$ cat src/rtl/cfg_guard_pkg.sv
package cfg_guard_pkg;
  typedef enum logic [1:0] {
    KS_CLOSED = 2'd0,
    KS_ARMED  = 2'd1,
    KS_OPEN   = 2'd2
  } key_state_e;

  typedef enum logic [2:0] {
    GRP_IDLE   = 3'd0,
    GRP_KEY    = 3'd1,
    GRP_STICKY = 3'd2,
    GRP_KEYED  = 3'd3,
    GRP_FREE   = 3'd4
  } wr_group_e;
endpackage

$ cat src/rtl/cfg_wr_decode.sv
module cfg_wr_decode
  import cfg_guard_pkg::*;
#(
  parameter int ADDR_W    = 8,
  parameter int KEY_ADDR  = 'h10,
  parameter int STICKY_LO = 'h01,
  parameter int STICKY_HI = 'h0F,
  parameter int KEYED_LO  = 'h20,
  parameter int KEYED_HI  = 'h3F
) (
  input  logic              wr_en,
  input  logic [ADDR_W-1:0] wr_addr,
  output wr_group_e         grp
);
  localparam logic [ADDR_W-1:0] KEY_A = ADDR_W'(KEY_ADDR);
  localparam logic [ADDR_W-1:0] S_LO  = ADDR_W'(STICKY_LO);
  localparam logic [ADDR_W-1:0] S_HI  = ADDR_W'(STICKY_HI);
  localparam logic [ADDR_W-1:0] K_LO  = ADDR_W'(KEYED_LO);
  localparam logic [ADDR_W-1:0] K_HI  = ADDR_W'(KEYED_HI);

  logic hit_key, hit_sticky, hit_keyed;

  assign hit_key    = (wr_addr == KEY_A);
  assign hit_sticky = (wr_addr >= S_LO) && (wr_addr <= S_HI);
  assign hit_keyed  = (wr_addr >= K_LO) && (wr_addr <= K_HI);

  always_comb begin
    if (!wr_en)          grp = GRP_IDLE;
    else if (hit_key)    grp = GRP_KEY;
    else if (hit_sticky) grp = GRP_STICKY;
    else if (hit_keyed)  grp = GRP_KEYED;
    else                 grp = GRP_FREE;
  end
endmodule

$ cat src/rtl/cfg_key_fsm.sv
module cfg_key_fsm
  import cfg_guard_pkg::*;
#(
  parameter int KEY_W      = 8,
  parameter int KEY_FIRST  = 'hA5,
  parameter int KEY_SECOND = 'hF1
) (
  input  logic             clk,
  input  logic             rst_n,
  input  logic             key_wr,
  input  logic [KEY_W-1:0] key_byte,
  input  logic             keyed_req,
  output key_state_e       state,
  output logic             is_open
);
  localparam logic [KEY_W-1:0] K1 = KEY_W'(KEY_FIRST);
  localparam logic [KEY_W-1:0] K2 = KEY_W'(KEY_SECOND);

  key_state_e nxt;

  always_comb begin
    nxt = state;
    if (key_wr) begin
      unique case (state)
        KS_CLOSED: nxt = (key_byte == K1) ? KS_ARMED : KS_CLOSED;
        KS_ARMED:  nxt = (key_byte == K2) ? KS_OPEN  : KS_CLOSED;
        default:   nxt = KS_CLOSED;
      endcase
    end else if (keyed_req && state == KS_OPEN) begin
      nxt = KS_CLOSED;
    end
  end

  always_ff @(posedge clk) begin
    if (!rst_n) state <= KS_CLOSED;
    else        state <= nxt;
  end

  assign is_open = (state == KS_OPEN);


  arm_to_open_chk: assert property (@(posedge clk) disable iff (!rst_n)
    key_wr && state == KS_ARMED && key_byte == K2 |=> state == KS_OPEN);


  open_key_close_chk: assert property (@(posedge clk) disable iff (!rst_n)
    key_wr && state == KS_OPEN |=> state == KS_CLOSED);


  blocked_hold_chk: assert property (@(posedge clk) disable iff (!rst_n)
    keyed_req && !key_wr && state != KS_OPEN |=> $stable(state));
endmodule

$ cat src/rtl/cfg_sticky_lock.sv
module cfg_sticky_lock #(
  parameter int ADDR_W    = 8,
  parameter int DATA_W    = 32,
  parameter int CTRL_ADDR = 'h01,
  parameter int LOCK_BIT  = 31
) (
  input  logic              clk,
  input  logic              rst_n,
  input  logic              sticky_req,
  input  logic [ADDR_W-1:0] wr_addr,
  input  logic [DATA_W-1:0] wr_data,
  output logic              locked
);
  localparam logic [ADDR_W-1:0] CTRL_A = ADDR_W'(CTRL_ADDR);

  logic set_req;
  assign set_req = sticky_req && !locked && (wr_addr == CTRL_A) && wr_data[LOCK_BIT];

  always_ff @(posedge clk) begin
    if (!rst_n)       locked <= 1'b0;
    else if (set_req) locked <= 1'b1;
  end


  lock_set_chk: assert property (@(posedge clk) disable iff (!rst_n)
    sticky_req && (wr_addr == CTRL_A) && wr_data[LOCK_BIT] |=> locked);
endmodule

$ cat src/rtl/cfg_wr_guard.sv
module cfg_wr_guard
  import cfg_guard_pkg::*;
#(
  parameter int ADDR_W     = 8,
  parameter int DATA_W     = 32,
  parameter int KEY_W      = 8,
  parameter int KEY_ADDR   = 'h10,
  parameter int CTRL_ADDR  = 'h01,
  parameter int LOCK_BIT   = 31,
  parameter int STICKY_LO  = 'h01,
  parameter int STICKY_HI  = 'h0F,
  parameter int KEYED_LO   = 'h20,
  parameter int KEYED_HI   = 'h3F,
  parameter int KEY_FIRST  = 'hA5,
  parameter int KEY_SECOND = 'hF1
) (
  input  logic              clk,
  input  logic              rst_n,
  input  logic              wr_en,
  input  logic [ADDR_W-1:0] wr_addr,
  input  logic [DATA_W-1:0] wr_data,
  output logic              keyed_we,
  output logic              sticky_we,
  output logic              free_we,
  output logic [1:0]        key_state
);
  wr_group_e  grp;
  key_state_e ks;
  logic       ks_open, locked;
  logic       key_wr, sticky_req, keyed_req;

  cfg_wr_decode #(
    .ADDR_W(ADDR_W), .KEY_ADDR(KEY_ADDR),
    .STICKY_LO(STICKY_LO), .STICKY_HI(STICKY_HI),
    .KEYED_LO(KEYED_LO), .KEYED_HI(KEYED_HI)
  ) u_dec (
    .wr_en(wr_en), .wr_addr(wr_addr), .grp(grp)
  );

  assign key_wr     = (grp == GRP_KEY);
  assign sticky_req = (grp == GRP_STICKY);
  assign keyed_req  = (grp == GRP_KEYED);

  cfg_key_fsm #(
    .KEY_W(KEY_W), .KEY_FIRST(KEY_FIRST), .KEY_SECOND(KEY_SECOND)
  ) u_key (
    .clk(clk), .rst_n(rst_n), .key_wr(key_wr),
    .key_byte(wr_data[KEY_W-1:0]), .keyed_req(keyed_req),
    .state(ks), .is_open(ks_open)
  );

  cfg_sticky_lock #(
    .ADDR_W(ADDR_W), .DATA_W(DATA_W), .CTRL_ADDR(CTRL_ADDR), .LOCK_BIT(LOCK_BIT)
  ) u_lock (
    .clk(clk), .rst_n(rst_n), .sticky_req(sticky_req),
    .wr_addr(wr_addr), .wr_data(wr_data), .locked(locked)
  );

  assign keyed_we  = keyed_req && ks_open;
  assign sticky_we = sticky_req && !locked;
  assign free_we   = (grp == GRP_FREE);
  assign key_state = ks;


  keyed_relock_chk: assert property (@(posedge clk) disable iff (!rst_n)
    keyed_we |=> key_state == 2'd0);


  lock_blocks_chk: assert property (@(posedge clk) disable iff (!rst_n)
    locked |-> !sticky_we);


  one_enable_chk: assert property (@(posedge clk) disable iff (!rst_n)
    $onehot0({keyed_we, sticky_we, free_we}));


  state_code_chk: assert property (@(posedge clk) disable iff (!rst_n)
    key_state != 2'd3);
endmodule

$ cat config.mk
export PLATFORM = sky130hd
export DESIGN_NAME = cfg_wr_guard
export DESIGN_NICKNAME = d
export VERILOG_FILES = /design/src/rtl/cfg_guard_pkg.sv /design/src/rtl/cfg_wr_decode.sv /design/src/rtl/cfg_key_fsm.sv /design/src/rtl/cfg_sticky_lock.sv /design/src/rtl/cfg_wr_guard.sv
export SDC_FILE = /design/constraint.sdc
export NUM_CORES = 1
export LEC_CHECK = 0
export CAP_MARGIN = 20
export CELL_PAD_IN_SITES_DETAIL_PLACEMENT = 1
export CELL_PAD_IN_SITES_GLOBAL_PLACEMENT = 1
export CORE_AREA = 2 2 39 41
export DETAILED_ROUTE_END_ITERATION = 10
export DIE_AREA = 0 0 41 43
export DONT_BUFFER_PORTS = 1
export PLACE_DENSITY = 0.58
export SLEW_MARGIN = 0
export SYNTH_ARGS = -nofsm -noshare
export SYNTH_HDL_FRONTEND = slang
export SYNTH_SLANG_ARGS = --single-unit
$ cat constraint.sdc
create_clock -name clk -period 2.2 [get_ports clk]
set_input_delay 0.66 -clock clk [delete_from_list [all_inputs] [get_ports clk]]
set_output_delay 0.66 -clock clk [all_outputs]
set_load 0.1 [all_outputs]
==> flow_summary.json, run 1 <==
{
  "period_share": 1.07,
  "die_area_um2": 1760,
  "grt_max_degree": 6,
  "wl_um": 758,
  "globalRouteTotalUtil": 0.102,
  "vdd_drop_max_v": 0.000308,
  "via_per_inst": 5.39,
  "drive_gt1_frac": 0.447,
  "ys_types": 20,
  "worst_path_largest_cell_delay_ps": 540,
  "worst_slack_ps": -148,
  "portBuffers": 0,
  "period_minus_slack_ps": 2350,
  "place_inst": 50,
  "rows": 14,
  "ios": 48,
  "hold_viol_final": 0,
  "antenna_found_initial": 0,
  "die_h_um": 43,
  "synth_top_area_share": 0.235,
  "required_ps": 1540,
  "slew_viol_final": 0,
  "ant_nets": 0,
  "syn_inst": 28,
  "synth_warnings": 0,
  "rsz0062_at_grt": "true",
  "initial_core_util": 0.184,
  "layout.cells.non_filler": 54,
  "power.density_nw_per_um2": 434,
  "clockRootBuffer": "clkbuf_4",
  "gp_congestion": 0.723,
  "setup_viol": 2,
  "syn_area_um2": 255,
  "fmax_mhz": 426,
  "layout.nets": 82,
  "use_met2": 0.169,
  "cp_num_buf_inv": 1,
  "timing.critical_path.from_type": "input pin",
  "cts_buffers": 3,
  "avgSynthCellArea_um2": 9.12,
  "grt_pass1_wl_mm": 1.19,
  "synth_nets": 71,
  "drc_errors": 0,
  "slew_headroom": 0.752,
  "cp_slowest_cell": "or4b_4",
  "p_leak_nw": 0.126,
  "num_vias": 291,
  "cts_tree": "done",
  "cts_resized": 0,
  "hold_buffers": 0,
  "clk_latency_ps": 230,
  "status": "complete, but fails checks",
  "cts_max_path_buffers": 2,
  "synthToLayoutAreaGrowth_pct": 60.8,
  "dp_hpwl_um": 701,
  "drt_iter0_drc": 0,
  "clock_skew_ps": 0.564,
  "core_area_um2": 1380,
  "worstPathMaxFanout": 4,
  "hp-class": "register to register",
  "top_usage_layer": "met2",
  "clk_pin_slew_ps": 40,
  "use_met1": 0.0990,
  "ys_ff_latch": 3,
  "cts.sinks": 3,
  "post_cts_buffers": 0,
  "firstDrtPassIters": 1,
  "failed_checks": "negative setup slack",
  "maxCapViolCount": 0,
  "crit_type": "input pin to output pin",
  "n_antenna_cell": 0,
  "yosysSeqAreaShare": 0.235,
  "synthTopCellsByArea": "dfxtp_1 (24%), nor4_4 (8.3%), nand4b_1 (6.9%)",
  "arrival_ps": 1690,
  "finalPower_mw": 0.178,
  "endpoint_kind": "output pin",
  "synth_top_cell_by_area": "dfxtp_1",
  "grt_pass1_vias": 330,
  "gr-total-overflow": 0,
  "htree_levels": 1,
  "wl_per_cell_um": 14.0,
  "max_slew.worst_pin.slew_ps": 367,
  "path_cells": "or4b_4 -> nor4_4 -> buf_12",
  "critical-path-top-delay-family": "simple AND/OR/NAND/NOR gates",
  "die_w_um": 41,
  "grt_util_met3": 0.0262
}
final timing paths:
kind,from,end,slack [ps],depth (start not counted)
worst max register to register,u_key.state[0],u_key.state[1],820,5
worst min-delay path,u_lock.locked,u_lock.locked,520,1
worst max-delay path,wr_addr[7],sticky_we,-150,3
worst min register to register,u_lock.locked,u_lock.locked,520,1
power by group:
group / internal, mW / total [mW] / switching (mW)
combinational: 0.0114 / 0.0287 / 0.0174
clock: 0.0680 / 0.0973 / 0.0292
sequential: 0.0523 / 0.0523 / 0.0000212
sequential cells by signal, indices dropped and copies added (netlist names):
register	count
u_lock.locked	1
u_key.state	2
cells in the final DEF (no fill, tap or decap):
cell,synthesis,final
and4b_1,1,1
buf_12,0,2
buf_4,0,4
clkbuf_1,0,1
clkbuf_4,0,3
dfxtp_1,3,1
dfxtp_4,0,2
nand2_1,2,2
nand2b_1,1,1
nand3_1,3,3
nand4_1,1,1
nand4b_1,2,2
nor2_1,1,1
nor3_1,2,2
nor3_2,1,1
nor4_4,1,3
nor4b_1,1,1
o21a_1,1,1
o21ai_0,2,2
o31a_4,0,1
or4b_1,1,1
or4b_4,1,1
xnor2_1,1,1
metrics by stage:
stage	instance area, µm²	hold slack [ps]	TNS (ps)	setup WS [ps]	utilization
floorplan	294	501	-1110	-728	-
global placement	384	512	-211	-153	0.278
detailed placement	384	528	-219	-160	0.278
CTS	410	537	-232	-160	0.297
global route	410	549	-294	-190	0.297
finish	410	524	-204	-148	0.297
final cells by class:
cell class              count  area (µm²)
fillers                   162         973
multi-input cells          25         226
repair buffers              6        70.1
flip-flops and latches      3        67.6
clock buffers               4        26.3
well taps                  16        20.0
kinds of logic (layout without fill, tap and decap cells):
group	Yosys count	count (layout)	share of synthesized area
xor gates and xnor gates	1	1	0.0343
AOI/OAI and AO/OA	4	4	0.108
DFF	3	3	0.235
and+or+nand+nor	20	20	0.623
buffers and inverters	0	10	0
synth_stat cells:
master,count
or4b_4,1
or4b_1,1
nor4_4,1
o21ai_0,2
o31a_2,1
nor3_1,2
nor4_2,1
nor2_1,1
and4b_1,1
xnor2_1,1
nor3_2,1
nor4_1,1
dfxtp_1,3
nand4b_1,2
o21a_1,1
nand2_1,2
nand3_1,3
nand2b_1,1
nand4_1,1
nor4b_1,1
per-layer routing:
metal  share of wire  vias to the layer above
met4           0.028                        0
met3            0.11                        2
met2            0.51                       21
li1                -                      136
met1            0.35                      132
met5               0                        -
(Power assumes the default switching activity.)
==> run 2, diff against run 1 <==
- CORE_AREA: 2 2 39 41 -> 5 5 42 44
- DIE_AREA: 0 0 41 43 -> 0 0 47 49
- SETUP_SLACK_MARGIN: default -> 0.3
==> flow_summary.json, run 2 (synthesis results as in run 1) <==
{
  "post_cts_buffers": 0,
  "hold_viol_final": 0,
  "period_share": 1.08,
  "core_area_um2": 1400,
  "status": "complete, but fails checks",
  "slew_viol_final": 0,
  "rows": 14,
  "wl_um": 822,
  "arrival_ps": 1710,
  "htree_levels": 1,
  "failed_checks": "negative setup slack",
  "gr-total-overflow": 0,
  "layout.cells.non_filler": 52,
  "worstPathMaxFanout": 4,
  "antenna_found_initial": 0,
  "maxCapViolCount": 0,
  "whs_path_depth": 1,
  "r2r_slack_ps": 700,
  "cts.sinks": 3,
  "worst_slack_ps": -170,
  "cts_buffers": 3,
  "place_inst": 48,
  "clk_latency_ps": 230,
  "worst_path_largest_cell_delay_ps": 550,
  "pre_cts_slack_ps": -176,
  "utilization": 0.299,
  "route.layer.met1.wl_um": 278,
  "drc_errors": 0,
  "timing.rr.start": "u_key.state[1]",
  "n_antenna_cell": 0,
  "reg2regPathDepth": 5,
  "grt_pass1_wl_mm": 1.31,
  "hp-class": "register to register",
  "largest_reg_flops": 2,
  "cts_max_path_buffers": 2,
  "crit_type": "input pin to output pin",
  "synthToLayoutAreaGrowth_pct": 64.2,
  "via_per_inst": 5.35,
  "slew_headroom": 0.740,
  "die_h_um": 49,
  "drive_gt1_frac": 0.472,
  "r2r-end": "u_key.state[1]",
  "clk_pin_slew_ps": 40,
  "hp-start": "u_lock.locked",
  "num_vias": 278,
  "firstDrtPassIters": 2,
  "ant_nets": 0,
  "max_slew.worst_pin.slew_ps": 384,
  "mostFrequentLayoutCells": "nor4_4 (3), nand3_1 (3), clkbuf_4 (3)",
  "fillCellCount": 161,
  "wl_per_cell_um": 15.8,
  "rsz0062_at_grt": "true",
  "ios": 48,
  "grt_max_degree": 6,
  "globalRouteTotalUtil": 0.0795,
  "cts_tree": "done",
  "top_register": "u_key.state",
  "die_w_um": 47,
  "setup_viol": 2,
  "hold_end": "u_lock.locked",
  "period_minus_slack_ps": 2370,
  "clockRootBuffer": "clkbuf_4",
  "portBuffers": 0,
  "finalPower_mw": 0.180,
  "fmax_mhz": 422,
  "required_ps": 1540,
  "path_cells": "or4b_4 -> nor4_4 -> buf_12",
  "p_leak_nw": 0.118,
  "die_area_um2": 2300,
  "gp_congestion": 0.722,
  "grt_pass1_vias": 338,
  "topRoutingLayerUsed": "met4",
  "cp_slowest_cell": "or4b_4",
  "endpoint_kind": "output pin",
  "reg.largest.list": "u_key.state x2, u_lock.locked x1",
  "initial_core_util": 0.182,
  "timing.critical_path.from_type": "input pin",
  "layout.nets": 80,
  "dr_wl_met3_um": 87,
  "dp_hpwl_um": 745,
  "power.density_nw_per_um2": 430,
  "wl_met2_um": 441,
  "drt_iter0_drc": 4,
  "clock_skew_ps": 4.08,
  "vdd_drop_max_v": 0.000252
}
run 2: cell types whose count changed in the layout (fill, tap and decap cells not counted):
cell / delta
buf_4: -2
nand2b_4: +1
nand2b_1: -1
o21ai_1: +1
nand2_1: -1
nand2_8: +1
o21ai_0: -1
run 2: final cells by class:
class / instances / area, µm² / share of cell area
tap: 16 / 20.0 / 0.0478
multi-input combinational: 25 / 250 / 0.597
timing repair buffer: 4 / 55.1 / 0.131
clock buffer: 4 / 26.3 / 0.0627
sequential: 3 / 67.6 / 0.161
run 2: worst max-delay path: cells and delay by family:
family | cells | cell delay [ps]
and+or+nand+nor | 2 | 840
buffers and inverters | 1 | 210
run 2: worst max-delay path by stage:
stage	startpoint	end	slack, ps	cells after the start
after global routing	wr_addr[7]	sticky_we	-200	3
after detailed placement	wr_addr[7]	sticky_we	-180	3
final	wr_addr[7]	sticky_we	-170	3
after CTS	wr_addr[7]	sticky_we	-180	3
after global placement	wr_addr[7]	sticky_we	-170	3
after floorplan	wr_addr[7]	sticky_we	-730	2
run 2: per-stage QoR:
stage | TNS (ps) | hold slack (ps) | cell area [µm²]
after floorplan | -1060 | 501 | 318
after global placement | -213 | 512 | 393
after detailed placement | -227 | 538 | 393
after CTS | -236 | 539 | 419
after global routing | -318 | 548 | 419
final | -209 | 540 | 419
run 2: power by group:
part | internal, mW | switching [mW]
clock network | 0.0681 | 0.0298
logic | 0.0128 | 0.0172
registers | 0.0522 | 0.0000266
run 2: repair_timing:
action	CTS	global route
hold buffers	0	0
resized for setup	0	0
setup endpoints to repair	3	3
endpoints found under the hold margin	0	0
run 2: per-layer routing:
layer / vias up / GRT usage
met5: - / 0
met1: 127 / 0.0811
li1: 133 / -
met2: 16 / 0.129
met3: 2 / 0.0148
met4: 0 / 0.0691
==> run 3, diff against run 2 <==
--- a/config.mk
+++ b/config.mk
@@ -14,2 +14,3 @@
 export DONT_BUFFER_PORTS = 1
+export GPL_TIMING_DRIVEN = 0
 export PLACE_DENSITY = 0.58
==> constraint.sdc (replaced) <==
create_clock -name clk -period 2.2 [get_ports clk]
set_input_delay 0.44 -clock clk [delete_from_list [all_inputs] [get_ports clk]]
set_output_delay 0.44 -clock clk [all_outputs]
set_load 0.1 [all_outputs]
==> flow_summary.json, run 3 (synthesis results as in run 1) <==
{
  "dp_hpwl_um": 789,
  "fmax_mhz": 518,
  "cp_num_buf_inv": 1,
  "maxCapViolCount": 0,
  "gp_congestion": 0.722,
  "vdd_drop_max_v": 0.000333,
  "clk_latency_ps": 230,
  "clk_pin_slew_ps": 40,
  "layout.cells.non_filler": 51,
  "slew_viol_final": 0,
  "status": "finished clean",
  "via_per_inst": 5.57,
  "cp_slowest_cell": "or4b_4",
  "p_leak_nw": 0.111,
  "grt_pass1_wl_mm": 1.54,
  "num_vias": 284,
  "pre_cts_slack_ps": 245,
  "hp-class": "input pin to register",
  "ant_nets": 0,
  "timing.critical_path.from_type": "input pin",
  "initial_core_util": 0.182,
  "core_area_um2": 1400,
  "wl_um": 923,
  "required_ps": 1760,
  "power.density_nw_per_um2": 461,
  "finalSetupTns_ps": 0,
  "slew_headroom": 0.686,
  "cts_buffers": 3,
  "worst_path_largest_cell_delay_ps": 550,
  "globalRouteTotalUtil": 0.0915,
  "gr-total-overflow": 0,
  "setup_viol": 0,
  "r2r_slack_ps": 970,
  "critical-path-top-delay-family": "simple AND/OR/NAND/NOR gates",
  "drt_iter0_drc": 4,
  "mostFrequentLayoutCells": "nor4_4 (3), nand3_1 (3), clkbuf_4 (3)",
  "largest_reg_flops": 2,
  "n_antenna_cell": 0,
  "htree_levels": 1,
  "wl_per_cell_um": 18.1,
  "worstPathMaxFanout": 4,
  "utilization": 0.275,
  "period_share": 0.877,
  "place_inst": 46,
  "die_area_um2": 2300,
  "cts_resized": 0,
  "finalPower_mw": 0.178,
  "reg.largest.list": "u_key.state x2, u_lock.locked x1",
  "die_h_um": 49,
  "worst_slack_ps": 270,
  "cts.sinks": 3,
  "cts_max_path_buffers": 2,
  "die_w_um": 47,
  "endpoint_kind": "output pin",
  "grt_pass1_vias": 359,
  "drc_errors": 0,
  "antenna_found_initial": 0,
  "period_minus_slack_ps": 1930,
  "arrival_ps": 1490,
  "rsz0062_at_grt": "true",
  "rows": 14,
  "layout.nets": 79,
  "firstDrtPassIters": 2,
  "grt_max_degree": 6,
  "ios": 48,
  "cts_tree": "done",
  "crit_type": "input pin to output pin",
  "max_slew.worst_pin.slew_ps": 464,
  "drive_gt1_frac": 0.429,
  "clock_skew_ps": 4.32,
  "path_cells": "or4b_4 -> nor4_4 -> buf_8",
  "portBuffers": 0,
  "clockRootBuffer": "clkbuf_4",
  "synthToLayoutAreaGrowth_pct": 51.0,
  "hold_viol_final": 0,
  "top_register": "u_key.state"
}
[run 3: through the flow]
| step | area, µm² | hold slack, ps |
|---|---|---|
| 6_report | 385 | 329 |
| 4_1_cts | 385 | 326 |
| 2_1_floorplan | 302 | 501 |
| 3_5_place_dp | 352 | 533 |
| 5_1_grt | 385 | 333 |
| 3_3_place_gp | 322 | 515 |
[run 3: what timing repair did]
item,4_1_cts,5_1_grt
pin swaps,2,0
buffers inserted,1,0
hold buffers,0,0
endpoints found under the hold margin,0,0
endpoints found under the setup margin,3,1
[run 3: power by group]
group          internal (mW)  switching [mW]  total, mW
Sequential            0.0522       0.0000253     0.0523
Combinational         0.0105          0.0174     0.0279
Clock                 0.0680          0.0294     0.0974
Total                  0.131          0.0469      0.178
[run 3: per-layer routing]
layer,GRT usage,share of wire,vias up
li1,-,-,131
met1,0.108,0.37,134
met2,0.138,0.50,17
met3,0.0295,0.11,2
met4,0.0553,0.015,0
met5,0,0,-
[run 3: area by class of cell]
class / instances / area, µm²
fill: 165 / 1020
multi-input combinational: 25 / 234
sequential: 3 / 67.6
timing repair buffer: 3 / 37.5
clock buffer: 4 / 26.3
tap: 16 / 20.0
[run 3: worst register-to-register path: stages (launching register included)]
cell,delay (ps)
dfxtp_4,550
nand2b_4,90
nor4_4,210
nand4b_1,170
o21ai_0,90
[run 3: final timing paths]
check	startpoint	to	cells past startpoint
worst max-delay path	wr_addr[7]	sticky_we	3
worst min-delay path	rst_n	u_lock.locked	1
worst max register to register	u_key.state[1]	u_key.state[1]	4
worst min register to register	u_lock.locked	u_lock.locked	1
